[src/rtl/dit_pkg.sv]
package dit_pkg;

    localparam int CNT_W = 8;
    localparam int TMR_N = 2;

    typedef enum logic [1:0] {
        SRC_FAST  = 2'd0,
        SRC_SLOW  = 2'd1,
        SRC_CHAIN = 2'd2,
        SRC_PRESC = 2'd3
    } clk_src_e;

    typedef struct packed {
        clk_src_e           src;
        logic               clr;
        logic               run;
        logic [CNT_W-1:0]   div;
    } tmr_cfg_t;

    localparam int CFG_W  = $bits(tmr_cfg_t);
    localparam int DATA_W = TMR_N * CFG_W;

    function automatic tmr_cfg_t cfg_slice(input logic [DATA_W-1:0] word, input int idx);
        return tmr_cfg_t'(word[idx*CFG_W +: CFG_W]);
    endfunction

endpackage

[src/rtl/dit_prescaler.sv]
module dit_prescaler #(
    parameter int W = 16
) (
    input  logic         clk,
    input  logic         rst,
    input  logic         wr,
    input  logic [W-1:0] wr_val,
    input  logic         src_tick,
    output logic [W-1:0] count,
    output logic [W-1:0] reload,
    output logic         pulse
);
    logic at_one;

    assign at_one = (count == W'(1));
    assign pulse  = src_tick && at_one && !wr;

    always_ff @(posedge clk) begin
        if (rst) begin
            count  <= '0;
            reload <= '0;
        end else if (wr) begin
            count  <= wr_val;
            reload <= wr_val;
        end else if (src_tick) begin
            count  <= at_one ? reload : count - W'(1);
        end
    end
endmodule

[src/rtl/dit_src_mux.sv]
module dit_src_mux
    import dit_pkg::*;
(
    input  clk_src_e sel,
    input  logic     fast,
    input  logic     slow,
    input  logic     chain,
    input  logic     presc,
    output logic     tick
);
    always_comb begin
        unique case (sel)
            SRC_FAST:  tick = fast;
            SRC_SLOW:  tick = slow;
            SRC_CHAIN: tick = chain;
            SRC_PRESC: tick = presc;
            default:   tick = 1'b0;
        endcase
    end
endmodule

[src/rtl/dit_counter.sv]
module dit_counter #(
    parameter int W = 8
) (
    input  logic         clk,
    input  logic         rst,
    input  logic         load,
    input  logic [W-1:0] load_val,
    input  logic         run,
    input  logic [W-1:0] div,
    input  logic         tick,
    input  logic         clr_irq,
    output logic [W-1:0] count,
    output logic         uflow,
    output logic         irq
);
    logic step;

    assign step  = run && tick;
    assign uflow = step && (count == W'(1)) && !load;

    always_ff @(posedge clk) begin
        if (rst) begin
            count <= '0;
            irq   <= 1'b0;
        end else begin
            if (load) begin
                count <= load_val;
            end else if (step) begin
                count <= (count == W'(1)) ? div : count - W'(1);
            end
            if (uflow) begin
                irq <= 1'b1;
            end else if (clr_irq) begin
                irq <= 1'b0;
            end
        end
    end
endmodule

[src/rtl/dual_interval_timer.sv]
module dual_interval_timer
    import dit_pkg::*;
#(
    parameter int PRE_W = 16
) (
    input  logic                  clk,
    input  logic                  rst,
    input  logic                  wr_en,
    input  logic                  wr_sel,
    input  logic [DATA_W-1:0]     wr_data,
    input  logic                  tick_fast,
    input  logic                  tick_slow,
    input  logic                  tick_presc_src,
    output logic [CNT_W-1:0]      t0_count,
    output logic [CNT_W-1:0]      t1_count,
    output logic [PRE_W-1:0]      pre_count,
    output logic [TMR_N-1:0]      irq,
    output logic [TMR_N-1:0]      wrap
);
    logic                 ctrl_wr;
    logic                 pre_wr;
    logic                 pre_pulse;
    logic [PRE_W-1:0]     pre_reload_w;
    tmr_cfg_t             cfg_q  [TMR_N];
    tmr_cfg_t             cfg_in [TMR_N];
    logic [TMR_N-1:0]     tick_w;
    logic [TMR_N-1:0]     uflow_w;
    logic [TMR_N-1:0]     chain_w;
    logic [CNT_W-1:0]     cnt_w  [TMR_N];

    assign ctrl_wr = wr_en && !wr_sel;
    assign pre_wr  = wr_en &&  wr_sel;

    dit_prescaler #(.W(PRE_W)) u_pre (
        .clk      (clk),
        .rst      (rst),
        .wr       (pre_wr),
        .wr_val   (wr_data[PRE_W-1:0]),
        .src_tick (tick_presc_src),
        .count    (pre_count),
        .reload   (pre_reload_w),
        .pulse    (pre_pulse)
    );

    for (genvar i = 0; i < TMR_N; i++) begin : g_tmr
        if (i == 0) begin : g_head
            assign chain_w[i] = 1'b0;
        end else begin : g_link
            assign chain_w[i] = uflow_w[i-1];
        end

        assign cfg_in[i] = cfg_slice(wr_data, i);

        always_ff @(posedge clk) begin
            if (rst) begin
                cfg_q[i] <= '0;
            end else if (ctrl_wr) begin
                cfg_q[i] <= cfg_in[i];
            end
        end

        dit_src_mux u_mux (
            .sel   (cfg_q[i].src),
            .fast  (tick_fast),
            .slow  (tick_slow),
            .chain (chain_w[i]),
            .presc (pre_pulse),
            .tick  (tick_w[i])
        );

        dit_counter #(.W(CNT_W)) u_cnt (
            .clk      (clk),
            .rst      (rst),
            .load     (ctrl_wr && !cfg_in[i].run),
            .load_val (cfg_in[i].div),
            .run      (cfg_q[i].run),
            .div      (cfg_q[i].div),
            .tick     (tick_w[i]),
            .clr_irq  (ctrl_wr && cfg_in[i].clr),
            .count    (cnt_w[i]),
            .uflow    (uflow_w[i]),
            .irq      (irq[i])
        );
    end

    assign wrap     = uflow_w;
    assign t0_count = cnt_w[0];
    assign t1_count = cnt_w[1];
endmodule

[config.mk]
export PLATFORM = sky130hd
export DESIGN_NAME = dual_interval_timer
export DESIGN_NICKNAME = d
export VERILOG_FILES = /design/src/rtl/dit_pkg.sv /design/src/rtl/dit_prescaler.sv /design/src/rtl/dit_src_mux.sv /design/src/rtl/dit_counter.sv /design/src/rtl/dual_interval_timer.sv
export SDC_FILE = /design/constraint.sdc
export NUM_CORES = 1
export LEC_CHECK = 0
export ABC_AREA = 1
export BUFFER_PORTS_ARGS = -buffer_cell sky130_fd_sc_hd__buf_2
export CORE_MARGIN = 4
export CORE_UTILIZATION = 30
export CTS_CLUSTER_DIAMETER = 30
export CTS_CLUSTER_SIZE = 8
export DETAILED_ROUTE_END_ITERATION = 7
export PLACE_DENSITY = 0.54
export SETUP_SLACK_MARGIN = 0.5
export SKIP_LAST_GASP = 1
export SYNTH_ARGS = -nofsm -noshare
export SYNTH_HDL_FRONTEND = slang
export SYNTH_SLANG_ARGS = --single-unit
[constraint.sdc]
create_clock -name clk -period 2.44 [get_ports clk]
set_input_delay 0.366 -clock clk [delete_from_list [all_inputs] [get_ports clk]]
set_output_delay 0.366 -clock clk [all_outputs]
set_load 0.02 [all_outputs]
==> results.md, run 1 <==
- The actual slew at the worst max-slew pin is 835 ps.
- The number of maximum-capacitance constraint violations is 0.
- The floorplan step set the die width to roughly 120 um.
- For this design the ratio of total power to cell area is between 700 and 800 mW/mm^2.
- The final max-slew violation count is 0.
- The clock tree skew after final layout is between 6 and 7 ps.
- STA classifies the critical path startpoint as a flip-flop.
- Cells with a size suffix above 1 make up 29.0% of the layout.
- Cells fill between 30% and 40% of the core in the end.
- The via count of the first global-routing pass came to 3717.
- The standard-cell row count is 41.
- The final worst-path cycle share is between 90% and 100%.
- The via-per-instance ratio is between 4 and 5.
- 67 I/O pins were placed.
- The smallest clock period supported by the final layout is computed as between 2000 and 2500 ps.
- For this design, the slowest cell found on the critical path is sky130_fd_sc_hd__dfxtp_2.
- The number of nets in the synthesized netlist is between 500 and 600.
- The total overflow reported by the global router is 0.
- The count of input and output buffers is 66.
- The type of the worst setup path is reg2out.
- The count of antenna-violating nets left after detailed routing is 0.
- The largest vdd supply drop is between 400 and 500 uV.
- Summing the areas of all compound-gate instances in the mapped netlist gives between 15 and 20% of the synthesized area.
- The area share of xor/xnor cells in the synthesized design is under 10%.
- 0 antenna diodes ended up in the layout.
- The post-DP HPWL is ~8300 um.
- After the last flow step, the layout net total stands at about 630.
- In this run the tightest slew margin relative to its limit is 44.2%.
- The highest clock frequency the design can meet is between 400 and 500 MHz.
- The static leakage power is around 2.2 nW.
- Summing the sequential cell areas from Yosys gives between 40 and 50% of the chip area.
- The count of hold-fix buffers inserted at cts is 0.
- The die covers between 0.015 and 0.02 mm^2.
- Entering global routing, the biggest net connects between 50 and 60 pins.
- Data on the critical path arrives at its endpoint at 2010 ps.
- The starting density of the core is a little over 30%.
- The adder-cell share of the synthesized area is 1.91%.
- The final setup violation count is 0.
- The mapped cell area is between 0.003 and 0.004 mm^2.
- The tree is rooted in a sky130_fd_sc_hd__clkbuf_16.
- For the worst-skew pair, the clock arrives at the later sink with an insertion delay of roughly 330 ps.
- After synthesis, the largest family of logic cells by area is simple AND/OR/NAND/NOR gates.
- The H-tree was split into 3 levels.
- The signal on the critical path passes through or2_4, nor3_4, nand2_4, nor2_4, nand3_2, nand2_1, nand2_1, nand2_2, nand2_8, nor2_4, buf_6.
- Counting the fill cells in the layout gives 1384.
- Counting distinct cell types in the post-synthesis netlist gives 40.
- The worst-case clock buffer depth is 2.
- The hold violation total from the final report was 0.
- The TritonCTS clock tree is built.
- Setup repair after global routing could not meet its margin everywhere.
- The area of the core region is around 0.013 mm^2.
- The routability-driven placement congestion ratio is 0.843.
- The initial DRC count is roughly 290.
- At the worst endpoint, the required time is approximately 2100 ps.
- The classification of the worst-slack hold path is in2reg.
- The total routed wirelength is 11600 um.
- The clock transition at the registers of the reported paths is 60 ps.
- The area growth from synthesis to layout is 27.7%.
- In this run, CTS created clock tree buffers numbering 9.
- In the routed design, unresolved DRC markers number 0.
- The routed length per placed instance is 15.0 um.
- Setup total negative slack on the finished layout was measured at 0 ps.
- Each instance of the synthesized netlist takes up on average just under 8 um^2.
- The run finished with clean final reports.
- During synthesis, Yosys emitted a total of 0 warnings.
- The y dimension of the die is roughly 120 um.
- For this run, the total global-route usage over all layers was measured as between 10% and 20%.
- The completed layout was analyzed and its total power is 3.75 mW.
- The number of antenna violations at the first check in global routing is 0.
- The maximum fanout along the worst path is 5.
- The final route contains 3785 vias.
- The detailed-router iteration count before antenna repair is 5.
- The number of instances in the synthesized netlist is a little over 500.
- The mux contribution to synthesized area is 0%.
- The register bit count reported by yosys is about 70.
- Of the total synthesized cell area, the portion taken by AND, OR, NAND and NOR gates is a little over a quarter.
- The maximum single-stage delay on the critical path is roughly 340 ps.
- The worst setup path is captured at a primary output.
- The number of clock sinks seen by CTS is a little over 70.
- The global-route wire length before repair is ~19000 um.
## logic make-up (layout without fill, tap and decap cells)
logic type / after synthesis / after routing
fa+ha+maj: 6 / 6
xor+xnor: 12 / 12
flops: 72 / 72
compound gates: 115 / 115
buf+inv: 83 / 170
simple gates: 224 / 224
## metrics by stage
step                instance area [um^2]  hold slack, ps  setup WS [ps]  instances
floorplan                           3950             442            405        512
global placement                    4500             451            231        743
detailed placement                  4500             457            220        743
CTS                                 4950             308           23.3        768
global route                        5020             323          -20.0        771
finish                              5020             317           61.5        771
## path summary, 6_finish.rpt
kind	slack, ps	from	depth (start not counted)	to
hold reg to reg	460	u_pre.reload[12]	2	u_pre.reload[12]
hold / removal	320	wr_data[21]	4	g_tmr[1].u_cnt.irq
setup / recovery	60	g_tmr[0].u_cnt.count[2]	11	wrap[1]
setup reg to reg	310	g_tmr[0].u_cnt.count[2]	13	g_tmr[1].u_cnt.count[5]
## synthesized netlist by cell type
cell type,count,share of area (%)
sky130_fd_sc_hd__a21oi_1,27,3.4
sky130_fd_sc_hd__a21oi_2,9,2.0
sky130_fd_sc_hd__a22oi_1,6,1.1
sky130_fd_sc_hd__a31oi_1,21,3.3
sky130_fd_sc_hd__buf_1,2,0.19
sky130_fd_sc_hd__buf_2,1,0.13
sky130_fd_sc_hd__buf_4,4,0.76
sky130_fd_sc_hd__clkbuf_1,15,1.4
sky130_fd_sc_hd__dfxtp_1,50,25
sky130_fd_sc_hd__edfxtp_1,22,17
sky130_fd_sc_hd__ha_1,6,1.9
sky130_fd_sc_hd__inv_1,58,5.5
sky130_fd_sc_hd__inv_2,3,0.29
sky130_fd_sc_hd__nand2_1,99,9.4
sky130_fd_sc_hd__nand2_2,12,1.9
sky130_fd_sc_hd__nand2_4,2,0.57
sky130_fd_sc_hd__nand2_8,1,0.51
sky130_fd_sc_hd__nand3_1,22,2.8
sky130_fd_sc_hd__nand3_2,1,0.25
sky130_fd_sc_hd__nand3b_1,1,0.19
sky130_fd_sc_hd__nand4_1,5,0.80
sky130_fd_sc_hd__nor2_1,60,5.7
sky130_fd_sc_hd__nor2_2,6,0.95
sky130_fd_sc_hd__nor2_4,3,0.86
sky130_fd_sc_hd__nor3_1,3,0.38
sky130_fd_sc_hd__nor3_2,2,0.51
sky130_fd_sc_hd__nor3_4,1,0.41
sky130_fd_sc_hd__nor3b_1,2,0.38
sky130_fd_sc_hd__nor4_1,1,0.16
sky130_fd_sc_hd__o211ai_1,11,2.1
sky130_fd_sc_hd__o21ai_0,25,3.2
sky130_fd_sc_hd__o21bai_1,6,1.1
sky130_fd_sc_hd__o221ai_1,6,1.3
sky130_fd_sc_hd__o22ai_1,1,0.16
sky130_fd_sc_hd__o31a_1,1,0.22
sky130_fd_sc_hd__o31ai_1,2,0.38
sky130_fd_sc_hd__or2_2,2,0.32
sky130_fd_sc_hd__or2_4,1,0.22
sky130_fd_sc_hd__xnor2_1,4,0.89
sky130_fd_sc_hd__xor2_1,8,1.8
## flip-flops by register name, summed over array words and instances, names as in the netlist
| signal | flops |
|---|---|
| cfg_q | 22 |
| u_pre.reload | 16 |
| u_pre.count | 16 |
| g_tmr.u_cnt.count | 16 |
| g_tmr.u_cnt.irq | 2 |
## report_power, final
part           switching, mW  internal, mW  total (mW)
Combinational          0.643         0.416        1.06
Sequential             0.112          1.34        1.46
Clock                  0.491         0.741        1.23
## layout make-up
class / instances / area, um^2 / share of cell area, %
timing repair buffer: 93 / 578 / 11.5
tap: 172 / 215 / 4.28
sequential: 72 / 1670 / 33.3
inverter: 61 / 234 / 4.66
clock buffer: 13 / 260 / 5.18
clock inverter: 3 / 17.5 / 0.349
multi-input combinational: 357 / 2050 / 40.8
## critical path: cells and delay by family (launching register included)
family,cells,cell delay (ps)
and+or+nand+nor,10,1210
DFF,1,340
buffers and inverters,1,120
## cells in the final DEF, fill, tap and decap left out, types with 4 or more instances in the layout
cell / instances
sky130_fd_sc_hd__nand3_2: 5
sky130_fd_sc_hd__dfxtp_1: 45
sky130_fd_sc_hd__inv_1: 55
sky130_fd_sc_hd__a21oi_1: 26
sky130_fd_sc_hd__a22oi_1: 6
sky130_fd_sc_hd__xor2_1: 8
sky130_fd_sc_hd__a21oi_2: 10
sky130_fd_sc_hd__nand2_2: 15
sky130_fd_sc_hd__o211ai_1: 11
sky130_fd_sc_hd__o21bai_1: 6
sky130_fd_sc_hd__dfxtp_2: 4
sky130_fd_sc_hd__ha_1: 5
sky130_fd_sc_hd__nor2_4: 6
sky130_fd_sc_hd__clkbuf_16: 9
sky130_fd_sc_hd__buf_4: 25
sky130_fd_sc_hd__nand4_1: 5
sky130_fd_sc_hd__a31oi_1: 21
sky130_fd_sc_hd__xnor2_1: 4
sky130_fd_sc_hd__o21ai_0: 25
sky130_fd_sc_hd__edfxtp_1: 22
sky130_fd_sc_hd__nand3_1: 18
sky130_fd_sc_hd__nor2_1: 56
sky130_fd_sc_hd__inv_2: 4
sky130_fd_sc_hd__nand2_1: 95
sky130_fd_sc_hd__buf_2: 64
sky130_fd_sc_hd__o221ai_1: 6
sky130_fd_sc_hd__nor2_2: 7
## layer usage
layer / global-route usage [%] / vias to the layer above / share of wire [%]
li1: - / 1876 / -
met1: 21.2 / 1789 / 46
met2: 25.9 / 109 / 47
met3: 3.96 / 11 / 5.9
met4: 4.20 / 0 / 1.4
met5: 0 / - / 0
## timing repair
item                                    CTS  global route
resized for setup                        22            13
pin swaps                                 9             7
setup buffers                             8             3
cloned                                    1             0
endpoints found under the setup margin   11            25
(Power assumes the default switching activity.)
==> run 2, diff against run 1 <==
- ABC_AREA: 1 -> default
==> results.md, run 2 <==
- The die covers ~0.015 mm^2.
- The final layout contains routed wiring with a total length of 12100 um.
- The number of buffers inserted during clock tree synthesis is 9.
- At the end of the flow the core is filled with cells to 43.0%.
- In the routed layout, each cell is associated on average with a via count of between 5 and 6.
- The first global-routing pass estimated 19100 um of wire.
- Detailed placement finished with a half-perimeter wire length of approximately 8500 um.
- At the pin with the least slew margin, the transition time is ~680 ps.
- sky130_fd_sc_hd__dfxtp_1 takes more of the synthesized area than any other cell.
- The run finished, with violations left.
- The average instance in the mapped netlist occupies between 8 and 9 um^2.
- Dividing the detail-routed wire length by the instance count gives 16.1 um.
- For this design the top-level I/O count stands at between 60 and 70.
- The number of enable flip-flop cells after synthesis is 22.
- The antenna diode count is 0.
- The critical path is of the reg2out type.
- For met3 alone, demand over resource in global routing was between 5 and 6%.
- By count the netlist is led by sky130_fd_sc_hd__nand2_1, sky130_fd_sc_hd__dfxtp_1, sky130_fd_sc_hd__nor2_1, sky130_fd_sc_hd__a21oi_1, sky130_fd_sc_hd__and2_1.
- The library cells used most frequently in the layout, excluding fill and tap cells, are sky130_fd_sc_hd__nand2_1, sky130_fd_sc_hd__buf_2, sky130_fd_sc_hd__buf_4.
- The final layout contains just over 600 nets.
- After global routing, the most crowded layer is met2.
- The fraction of met2 tracks used by global routing is approximately a quarter.
- The largest vdd supply drop is 348 uV.
- The worst register-to-register path has a setup slack of 50 ps.
- In this run the vertical extent of the chip is 123 um.
- The hold violation total from the final report is 0.
- The worst hold path belongs to the class in2reg.
- The final route contains between 3000 and 4000 vias.
- The register bit count reported by yosys is approximately 70.
- The worst setup path is captured at a primary output.
- The number of instances in the synthesized netlist is roughly 460.
- The number of distinct library cells after synthesis is 62.
- After synthesis, the cell types taking the most area are sky130_fd_sc_hd__dfxtp_1, sky130_fd_sc_hd__edfxtp_1, sky130_fd_sc_hd__nand2_1.
- Global routing used 16.4% of the available tracks across all layers.
- Derived from the worst setup path, the maximum achievable clock frequency is approximately 370 MHz.
- CTS placed an instance of sky130_fd_sc_hd__clkbuf_16 at the clock tree root.
- In the final layout, the multi-input gates occupy ~0.0023 mm^2.
- The number of clock sinks seen by CTS is between 70 and 80.
- Setup repair after global routing could not meet its margin everywhere.
- The smallest clock period supported by the final layout is computed as approximately 2700 ps.
- The flip-flop cell with the highest count after synthesis is sky130_fd_sc_hd__dfxtp_1.
- The maximum number of pins on one net before global-route repair is 44.
- The leading cell type in the layout, fill and taps excluded is sky130_fd_sc_hd__nand2_1.
- In the post-route analysis, the smallest setup slack over all paths is -272 ps.
- The H-tree level count is 3.
- Cells with a size suffix above 1 make up around a third of the layout.
- The number of fill cells is approximately 1300.
- For this run, design rule violations remaining after detail routing come to 0.
- The tool flagged a number of max-cap violations equal to 0.
- The required time of the worst setup path is between 2000 and 2500 ps.
- The worst-case clock buffer depth is 2.
- The count of input and output buffers is 66.
- The via count of the first global-routing pass is 3610.
- The checks that failed: negative setup slack.
- On the final layout, the worst clock skew is approximately 7 ps.
- The TritonCTS clock tree is built.
- Along the worst path, the maximum fanout reaches 2.
- The register containing the most flip-flops in the final layout is cfg_q.
- The instance area at placement is around 0.0047 mm^2.
- The most frequent cell after synthesis is sky130_fd_sc_hd__nand2_1.
- After clock tree synthesis, the flow added hold-fix buffers numbering 0.
- The launching element type of the critical path is a flip-flop.
- Sequential elements use a little over two fifths of the synthesized area.
- The post-route cell area is ~0.0055 mm^2.
- The width of the chip is approximately 120 um.
- The clock transition at the registers of the reported paths is ~60 ps.
- The total number of yosys warnings is 0.
- At the end of routability-driven placement, the weighted congestion stood at around 0.83.
- The area of the core region is roughly 0.013 mm^2.
- The detailed-router iteration count before antenna repair is 5.
- The share of synthesized flip-flops with an asynchronous set or reset is 0%.
- The number of flip-flops under the largest register name is 22.
- The total power divided by cell area is roughly 680 mW/mm^2.
- The met1 demand-to-capacity share in global routing is between 20% and 30%.
- The total overflow reported by the global router is 0.
- The area taken by flip-flops and latches is 0.00169 mm^2.
- The count of antenna-violating nets left after detailed routing is 0.
- After the first detailed-routing iteration, the DRC count stood at about 300.
- After layout, the worst path uses 111% of the clock period.
- The analysis attributes to cell leakage a power of 2.24 nW.
- The clock network latency to the later pin of the worst-skew pair is about 340 ps.
- The initialized floorplan defines about 40 standard-cell rows.
- The starting density of the core is a little under a third.
- The worst pin sits at a relative slew slack of a little over half.
- The final max-slew violation count is 0.
- The number of antenna violations at the first check in global routing was 0.
- The endpoint arrival time on the critical path is approximately 2400 ps.
- Setup violations remaining at the end of the flow were counted as 2.
- After synthesis the cells add up to between 0.003 and 0.004 mm^2.
- The number of nets produced by synthesis is 500.
- The signed area change from the synthesized netlist to the final layout is 38.7%.
- The portion of synthesized cell area occupied by the leading cell type is 25.4%.
==> run 2: cell families (layout without fill, tap and decap cells) <==
| group | Yosys count | count (layout) | synth area share (%) |
|---|---|---|---|
| xor gates and xnor gates | 4 | 4 | 0.889 |
| AOI/OAI and AO/OA | 122 | 122 | 20.7 |
| DFF | 72 | 72 | 42.1 |
| muxes | 5 | 5 | 1.40 |
| and+or+nand+nor | 210 | 210 | 27.7 |
| buffers and inverters | 44 | 161 | 5.33 |
| adders and majority gates | 6 | 6 | 1.90 |
==> run 2: layout make-up <==
cell class | instances | share of cell area, %
multi-input combinational | 347 | 41.2
timing repair buffer | 132 | 17.4
tap | 172 | 3.94
clock inverter | 6 | 1.24
clock buffer | 10 | 4.37
sequential | 72 | 30.9
inverter | 13 | 0.984
==> run 2: worst max-delay path, stage by stage, from the launching register on <==
cell and delay [ps]:
sky130_fd_sc_hd__dfxtp_4 350, sky130_fd_sc_hd__inv_4 60, sky130_fd_sc_hd__ha_4 110, sky130_fd_sc_hd__or3b_4 370
sky130_fd_sc_hd__nand2b_4 160, sky130_fd_sc_hd__nor4b_4 260, sky130_fd_sc_hd__a31oi_4 130, sky130_fd_sc_hd__or3_4 400
sky130_fd_sc_hd__inv_2 60, sky130_fd_sc_hd__buf_6 100
==> run 2: repair_timing <==
item	in CTS	in global routing
gates resized for setup	36	19
setup buffers	16	13
pin swaps	12	20
gates cloned	0	1
endpoints found under the setup margin	22	30
==> run 2: final timing paths <==
path / start / to / cells after the start
worst max-delay path: g_tmr[0].u_cnt.count[1] / wrap[1] / 9
worst min-delay path: wr_data[17] / g_tmr[1].u_cnt.count[5] / 3
worst max register to register: g_tmr[0].u_cnt.count[1] / g_tmr[1].u_cnt.count[4] / 11
worst min register to register: u_pre.reload[1] / u_pre.reload[1] / 2
==> run 2: power by group <==
group          switching (mW)  internal [mW]  total, mW
clock network           0.537          0.823       1.36
logic                   0.503          0.429      0.932
registers              0.0901           1.33       1.42
total                    1.13           2.58       3.71
==> run 2: per-stage QoR <==
stage / setup slack (ps) / total power [mW] / hold WS, ps / std cells / setup TNS, ps
floorplan: 9.82 / 1.94 / 433 / 463 / 0
global placement: 27.2 / 2.21 / 440 / 706 / 0
detailed placement: 7.92 / 2.22 / 449 / 706 / 0
CTS: -360 / 3.68 / 239 / 738 / -399
global route: -384 / 3.89 / 262 / 752 / -732
finish: -272 / 3.71 / 246 / 752 / -345
==> run 2: routing by layer <==
layer  wire length [um]  vias up
li1                   -     1902
met1               5550     1799
met2               5690      108
met3                731       11
met4                137        0
met5                  0        -
